### src/rtl/exc_pkg.sv
package exc_pkg;

  typedef enum logic [2:0] {
    C_NONE   = 3'd0,
    C_IFETCH = 3'd1,
    C_ILLOP  = 3'd2,
    C_OVF    = 3'd3,
    C_DFETCH = 3'd4
  } cause_e;

  localparam int N_FSTAGE = 4;

  function automatic cause_e stage_code(input int s);
    case (s)
      0:       return C_IFETCH;
      1:       return C_ILLOP;
      2:       return C_OVF;
      default: return C_DFETCH;
    endcase
  endfunction

  // A recorded cause wins; otherwise a live slot takes the new fault code.
  function automatic cause_e first_fault(input cause_e held, input logic live,
                                         input logic hit, input cause_e code);
    if (held != C_NONE) return held;
    if (live && hit) return code;
    return C_NONE;
  endfunction

endpackage

### src/rtl/exc_slot_stage.sv
module exc_slot_stage
  import exc_pkg::*;
#(
  parameter int     PC_W = 32,
  parameter cause_e CODE = C_IFETCH
) (
  input  logic            clk,
  input  logic            rst_n,
  input  logic            advance,
  input  logic            squash,
  input  logic            in_valid,
  input  logic [PC_W-1:0] in_pc,
  input  cause_e          in_cause,
  input  logic            fault,
  output logic            q_valid,
  output logic [PC_W-1:0] q_pc,
  output cause_e          q_cause,
  output cause_e          eff_cause
);

  always_ff @(posedge clk) begin
    if (!rst_n || squash) begin
      q_valid <= 1'b0;
      q_pc    <= '0;
      q_cause <= C_NONE;
    end else if (advance) begin
      q_valid <= in_valid;
      q_pc    <= in_pc;
      q_cause <= in_cause;
    end
  end

  // Faults seen while stalled are dropped so the held status stays put.
  assign eff_cause = first_fault(q_cause, q_valid, fault & advance, CODE);

endmodule

### src/rtl/exc_fetch_pc.sv
module exc_fetch_pc #(
  parameter int              PC_W        = 32,
  parameter logic [PC_W-1:0] RESET_PC    = '0,
  parameter logic [PC_W-1:0] HANDLER_VEC = '0,
  parameter int              PC_STEP     = 4
) (
  input  logic            clk,
  input  logic            rst_n,
  input  logic            advance,
  input  logic            fetch_en,
  input  logic            redirect,
  output logic [PC_W-1:0] pc_q
);

  localparam logic [PC_W-1:0] STEP_V = PC_W'(PC_STEP);

  function automatic logic [PC_W-1:0] next_pc(input logic [PC_W-1:0] cur,
                                              input logic go, input logic redir);
    if (redir) return HANDLER_VEC;
    if (go) return cur + STEP_V;
    return cur;
  endfunction

  always_ff @(posedge clk) begin
    if (!rst_n) pc_q <= RESET_PC;
    else        pc_q <= next_pc(pc_q, advance & fetch_en, redirect);
  end

endmodule

### src/rtl/exc_retire.sv
module exc_retire
  import exc_pkg::*;
#(
  parameter int PC_W = 32
) (
  input  logic            clk,
  input  logic            rst_n,
  input  logic            advance,
  input  logic            me_valid,
  input  logic [PC_W-1:0] me_pc,
  input  cause_e          me_cause,
  input  logic            me_store,
  input  logic            wb_wr,
  output logic            wb_valid,
  output logic [PC_W-1:0] wb_pc,
  output cause_e          wb_cause,
  output logic            take,
  output logic            rf_we,
  output logic            mem_we,
  output logic [PC_W-1:0] exc_pc,
  output cause_e          exc_cause
);

  logic wb_faulted;
  logic wb_clean;

  assign wb_faulted = wb_valid && (wb_cause != C_NONE);
  assign wb_clean   = wb_valid && (wb_cause == C_NONE);
  assign take       = wb_faulted && advance;
  assign rf_we      = wb_wr && wb_clean && advance;
  assign mem_we     = me_store && me_valid && (me_cause == C_NONE) && advance && !take;

  always_ff @(posedge clk) begin
    if (!rst_n || take) begin
      wb_valid <= 1'b0;
      wb_pc    <= '0;
      wb_cause <= C_NONE;
    end else if (advance) begin
      wb_valid <= me_valid;
      wb_pc    <= me_pc;
      wb_cause <= me_cause;
    end
  end

  always_ff @(posedge clk) begin
    if (!rst_n) begin
      exc_pc    <= '0;
      exc_cause <= C_NONE;
    end else if (take) begin
      exc_pc    <= wb_pc;
      exc_cause <= wb_cause;
    end
  end

endmodule

### src/rtl/exc_pipe_tracker.sv
module exc_pipe_tracker
  import exc_pkg::*;
#(
  parameter int              PC_W        = 32,
  parameter logic [PC_W-1:0] RESET_PC    = '0,
  parameter logic [PC_W-1:0] HANDLER_VEC = PC_W'(32'h0000_0180),
  parameter int              PC_STEP     = 4
) (
  input  logic            clk,
  input  logic            rst_n,
  input  logic            stall,
  input  logic            fetch_en,
  input  logic            flt_if,
  input  logic            flt_id,
  input  logic            flt_ex,
  input  logic            flt_me,
  input  logic            me_store,
  input  logic            wb_wr,
  output logic [PC_W-1:0] fetch_pc,
  output logic            take_exc,
  output logic [3:0]      flush_younger,
  output logic [PC_W-1:0] exc_pc,
  output logic [2:0]      exc_cause,
  output logic            rf_we,
  output logic            mem_we,
  output logic            wb_valid,
  output logic [PC_W-1:0] wb_pc
);

  localparam int LAST = N_FSTAGE - 1;

  logic                advance;
  logic [N_FSTAGE-1:0] flt_vec;
  logic                st_v   [N_FSTAGE];
  logic [PC_W-1:0]     st_pc  [N_FSTAGE];
  cause_e              st_c   [N_FSTAGE];
  cause_e              st_e   [N_FSTAGE];
  logic                in_v   [N_FSTAGE];
  logic [PC_W-1:0]     in_pc  [N_FSTAGE];
  cause_e              in_c   [N_FSTAGE];
  cause_e              wb_cause_w;
  cause_e              exc_cause_w;

  assign advance = !stall;
  assign flt_vec = {flt_me, flt_ex, flt_id, flt_if};

  exc_fetch_pc #(
    .PC_W(PC_W), .RESET_PC(RESET_PC), .HANDLER_VEC(HANDLER_VEC), .PC_STEP(PC_STEP)
  ) u_fetch (
    .clk(clk), .rst_n(rst_n), .advance(advance), .fetch_en(fetch_en),
    .redirect(take_exc), .pc_q(fetch_pc)
  );

  for (genvar s = 0; s < N_FSTAGE; s++) begin : g_stage
    if (s == 0) begin : g_head
      assign in_v[s]  = fetch_en;
      assign in_pc[s] = fetch_pc;
      assign in_c[s]  = C_NONE;
    end else begin : g_link
      assign in_v[s]  = st_v[s-1];
      assign in_pc[s] = st_pc[s-1];
      assign in_c[s]  = st_e[s-1];
    end

    exc_slot_stage #(.PC_W(PC_W), .CODE(stage_code(s))) u_slot (
      .clk(clk), .rst_n(rst_n), .advance(advance), .squash(take_exc),
      .in_valid(in_v[s]), .in_pc(in_pc[s]), .in_cause(in_c[s]),
      .fault(flt_vec[s]),
      .q_valid(st_v[s]), .q_pc(st_pc[s]), .q_cause(st_c[s]), .eff_cause(st_e[s])
    );
  end

  exc_retire #(.PC_W(PC_W)) u_retire (
    .clk(clk), .rst_n(rst_n), .advance(advance),
    .me_valid(st_v[LAST]), .me_pc(st_pc[LAST]), .me_cause(st_e[LAST]),
    .me_store(me_store), .wb_wr(wb_wr),
    .wb_valid(wb_valid), .wb_pc(wb_pc), .wb_cause(wb_cause_w),
    .take(take_exc), .rf_we(rf_we), .mem_we(mem_we),
    .exc_pc(exc_pc), .exc_cause(exc_cause_w)
  );

  assign exc_cause     = exc_cause_w;
  assign flush_younger = {N_FSTAGE{take_exc}};

endmodule

### config.mk
export PLATFORM = sky130hd
export DESIGN_NAME = exc_pipe_tracker
export DESIGN_NICKNAME = d
export VERILOG_FILES = /design/src/rtl/exc_pkg.sv /design/src/rtl/exc_slot_stage.sv /design/src/rtl/exc_fetch_pc.sv /design/src/rtl/exc_retire.sv /design/src/rtl/exc_pipe_tracker.sv
export SDC_FILE = /design/constraint.sdc
export NUM_CORES = 1
export LEC_CHECK = 0
export BUFFER_PORTS_ARGS = -buffer_cell sky130_fd_sc_hd__buf_2
export CAP_MARGIN = 20
export CELL_PAD_IN_SITES_DETAIL_PLACEMENT = 1
export CELL_PAD_IN_SITES_GLOBAL_PLACEMENT = 2
export CORE_MARGIN = 1
export CORE_UTILIZATION = 38
export CTS_CLUSTER_DIAMETER = 30
export DETAILED_ROUTE_END_ITERATION = 8
export GPL_ROUTABILITY_DRIVEN = 1
export GPL_TIMING_DRIVEN = 0
export PLACE_DENSITY_LB_ADDON = 0.1
export SETUP_SLACK_MARGIN = 0.4
export SLEW_MARGIN = 30
export SYNTH_ARGS = -nofsm -noshare
export SYNTH_HDL_FRONTEND = slang
export SYNTH_SLANG_ARGS = --single-unit
### constraint.sdc
create_clock -name clk -period 2.6 [get_ports clk]
set_clock_uncertainty 0.05 [all_clocks]
set_input_delay 0.26 -clock clk [delete_from_list [all_inputs] [get_ports clk]]
set_output_delay 0.26 -clock clk [all_outputs]
set_load 0.02 [all_outputs]
==> flow_metrics.env <==
export IMPL_grt_start_max_net_pins=14
export IMPL_rsz0062_at_grt="yes"
export IMPL_layout_area_overhead_vs_synth_pct=36.87
export IMPL_synth_seq_cells=226
export IMPL_cts_root_buffer="clkbuf_16"
export IMPL_gp_congestion=0.7428
export IMPL_final_cells=1372
export IMPL_synth_edff_count=0
export IMPL_critPathMaxStageDelay_ns=0.42
export IMPL_seq_area_um2=4528
export IMPL_synth_distinct_cells=43
export IMPL_slew_violations=0
export IMPL_hold_violations=0
export IMPL_power_leakage_nw=5.123
export IMPL_async_flop_share=0
export IMPL_period_needed_ns=2.279
export IMPL_crit_chain="or3_4 > buf_8 > nand2_8 > clkinvlp_4 > buf_12 > buf_6 > buf_6"
export IMPL_yosysSeqAreaShare=0.5385
export IMPL_cap_violations=0
export IMPL_tns_ns=0
export IMPL_syn_area_per_cell_um2=9.668
export IMPL_core_area_um2=21760
export IMPL_port_buffers=109
export IMPL_grt_pass1_vias=6679
export IMPL_r2r_cells=8
export IMPL_vias_per_cell=4.942
export IMPL_required_ns=2.29
export IMPL_fin_nets=1062
export IMPL_worstHoldPathCells=5
export IMPL_relSlewSlack=0.4283
export IMPL_die_height_um=150.7
export IMPL_finish_instance_area_um2=11500
export IMPL_clock_path_buffers=3
export IMPL_crit_top_cell="buf_6"
export IMPL_ant_nets=0
export IMPL_start_util=0.3862
export IMPL_worst_setup_path_start_kind="flip-flop"
export IMPL_power_density_nw_per_um2=934.8
export IMPL_cts_buffers=53
export IMPL_r2r_start="u_retire.wb_cause[0]"
export IMPL_outcome="completed"
export IMPL_drive_gt1_frac=0.2381
export IMPL_die_width_um=150.7
export IMPL_dpl_hpwl_um=16100
export IMPL_synth_main_ff_cell="dfxtp_1"
export IMPL_r2r_end="g_stage[3].u_slot.q_pc[17]"
export IMPL_final_setup_viol_count=0
export IMPL_postPlaceCellArea_um2=9316
export IMPL_cp_max_fo=6
export IMPL_ir_drop_uv=498.9
export IMPL_detail_route_first_pass_iterations=4
export IMPL_dp_cells=1263
export IMPL_num_vias=6781
export IMPL_holdCritPathClass="input pin to flip-flop"
export IMPL_r2r_slack_ns=0.45
export IMPL_ios=117
export IMPL_dieArea_um2=22710
export IMPL_clock_latency_ns=0.54
export IMPL_yosys_warnings=0
export IMPL_slowest_stage="or3_4"
export IMPL_cts_max_level=2
export IMPL_worst_hold_path_endpoint="g_stage[3].u_slot.q_cause[0]"
export IMPL_crit_type="flip-flop to output pin"
export IMPL_clk_pin_slew_ns=0.05
export IMPL_grt_pass1_wl_um=37140
export IMPL_worstMarginPinSlew_ns=0.8575
export IMPL_core_rowCount=54
export IMPL_worstPathArrival_ns=1.97
export IMPL_cts_tree="built"
export IMPL_timing_final_crit_share=0.8765
export IMPL_worst_path_buf_inv=5
export IMPL_endpoint_kind="output pin"
export IMPL_grt_use_total=0.2095
export IMPL_cp_top_family="buffers and inverters"
export IMPL_fmax_ghz=0.4388
export IMPL_fill_cells=2461
export IMPL_wire_per_inst_um=16.99
export IMPL_clkSinkCount=226
export IMPL_utilization=0.5286
export IMPL_antenna_found_initial=0
export IMPL_whs_ns=0.1491
export IMPL_antenna_cells=0
export IMPL_wirelength_um=23310
export IMPL_multi_input_area_um2=3600
export IMPL_syn_inst=869
export IMPL_drc=0
export IMPL_hold_start="flt_ex"
export IMPL_gr_total_overflow=0
export IMPL_syn_area_um2=8402
export IMPL_drt_initial_drc_count=191
[metal layers]
| layer | part of all wire | track usage |
|---|---|---|
| met5 | 0 | 0 |
| met2 | 0.45 | 0.3329 |
| met1 | 0.48 | 0.2855 |
| met4 | 0.015 | 0.06200 |
| met3 | 0.052 | 0.04242 |
[through the flow]
| step | total power, mW | setup WS [ns] |
|---|---|---|
| after global placement | 3.821 | -0.3617 |
| final | 10.75 | 0.3210 |
| after global routing | 11.08 | 0.2719 |
| after CTS | 10.86 | 0.2383 |
| after floorplan | 3.743 | 0.4959 |
| after detailed placement | 3.822 | -0.3826 |
[layout make-up]
cell class	count	area share
timing repair buffer	122	0.06202
clock buffer	67	0.1287
clock inverter	29	0.03732
multi-input combinational	576	0.3130
inverter	5	0.001958
sequential	226	0.3938
tap	280	0.03046
buffer	67	0.03275
[synth_stat cells (2+ instances only)]
library cell    n  share of area
nand2_1        81          0.036
o22ai_1         2         0.0015
or3_1           3         0.0022
nand4_1         9         0.0067
nor2_1        177          0.079
and4b_1         2         0.0024
buf_2           5         0.0030
nor2b_1         3         0.0022
or4_1          12          0.011
and4_1          4         0.0042
nor3_1          5         0.0030
nand2b_1        4         0.0030
nand3_1        13         0.0077
inv_1           5         0.0022
a21oi_1        49          0.029
clkbuf_1       49          0.022
a22oi_1         4         0.0036
dfxtp_1       226           0.54
xnor2_1         5         0.0052
mux2i_1       159           0.19
and3_1          2         0.0015
nor4_1          4         0.0030
xor2_1          3         0.0031
o21ai_0         3         0.0018
buf_4          11         0.0098
o31ai_1        11         0.0098
o21a_1          2         0.0018
[what timing repair did]
item / in CTS / in global routing
setup endpoints to repair: 157 / 153
hold buffers: 3 / 0
hold endpoints to repair: 3 / 0
pin swaps: 3 / 2
buffers inserted: 7 / 3
resized for setup: 37 / 38
[state kept, by name, summed over array words and instances (netlist names)]
name / flops
g_stage.u_slot.q_pc: 120
u_retire.wb_valid: 1
u_retire.exc_pc: 30
g_stage.u_slot.q_valid: 4
u_retire.wb_pc: 30
u_fetch.pc_q: 30
u_retire.wb_cause: 3
u_retire.exc_cause: 3
g_stage.u_slot.q_cause: 5
[worst register-to-register path: stages, from the launching register on]
cell	delay [ns]
dfxtp_2	0.32
or3_4	0.42
buf_8	0.15
buf_4	0.13
buf_6	0.11
a21o_1	0.21
clkbuf_2	0.22
clkbuf_2	0.30
nor2_1	0.19
[worst max-delay path by stage]
stage	cells past startpoint	from	endpoint
floorplan	6	u_retire.wb_valid	flush_younger[0]
global placement	7	u_retire.wb_cause[0]	flush_younger[1]
detailed placement	7	u_retire.wb_cause[0]	flush_younger[1]
CTS	7	u_retire.wb_cause[1]	flush_younger[1]
global route	7	u_retire.wb_cause[0]	flush_younger[3]
finish	7	u_retire.wb_cause[0]	flush_younger[3]
[power breakdown]
group	internal, mW	switching [mW]	total, mW	leakage, nW
combinational	0.102	0.178	0.280	2.38
clock	4.97	2.01	6.98	0.925
sequential	3.49	0.00923	3.49	1.82
total	8.55	2.19	10.7	5.12
[cells in the final DEF (no fill, tap or decap), types with 11 or more instances in the layout]
master / netlist / routed
clkbuf_1: 49 / 33
buf_2: 5 / 106
a21oi_1: 49 / 49
or4_1: 12 / 12
nand2_1: 81 / 80
buf_6: 1 / 15
o31ai_1: 11 / 11
clkbuf_16: 0 / 54
dfxtp_1: 226 / 223
clkbuf_2: 0 / 20
nor2_1: 177 / 176
buf_4: 11 / 13
nand3_1: 13 / 13
mux2i_1: 159 / 159
[cells by family (layout without fill, tap and decap cells)]
| group | count (synthesis) | after routing | synth area share |
|---|---|---|---|
| other | 1 | 6 | 0.0004463 |
| buffers and inverters | 72 | 290 | 0.03872 |
| and+or+nand+nor | 326 | 326 | 0.1705 |
| DFF | 226 | 226 | 0.5385 |
| AOI/OAI and AO/OA | 76 | 76 | 0.05257 |
| adders and majority gates | 1 | 1 | 0.001489 |
| xor gates and xnor gates | 8 | 8 | 0.008340 |
| muxes | 159 | 159 | 0.1894 |
(Power assumes the default switching activity.)
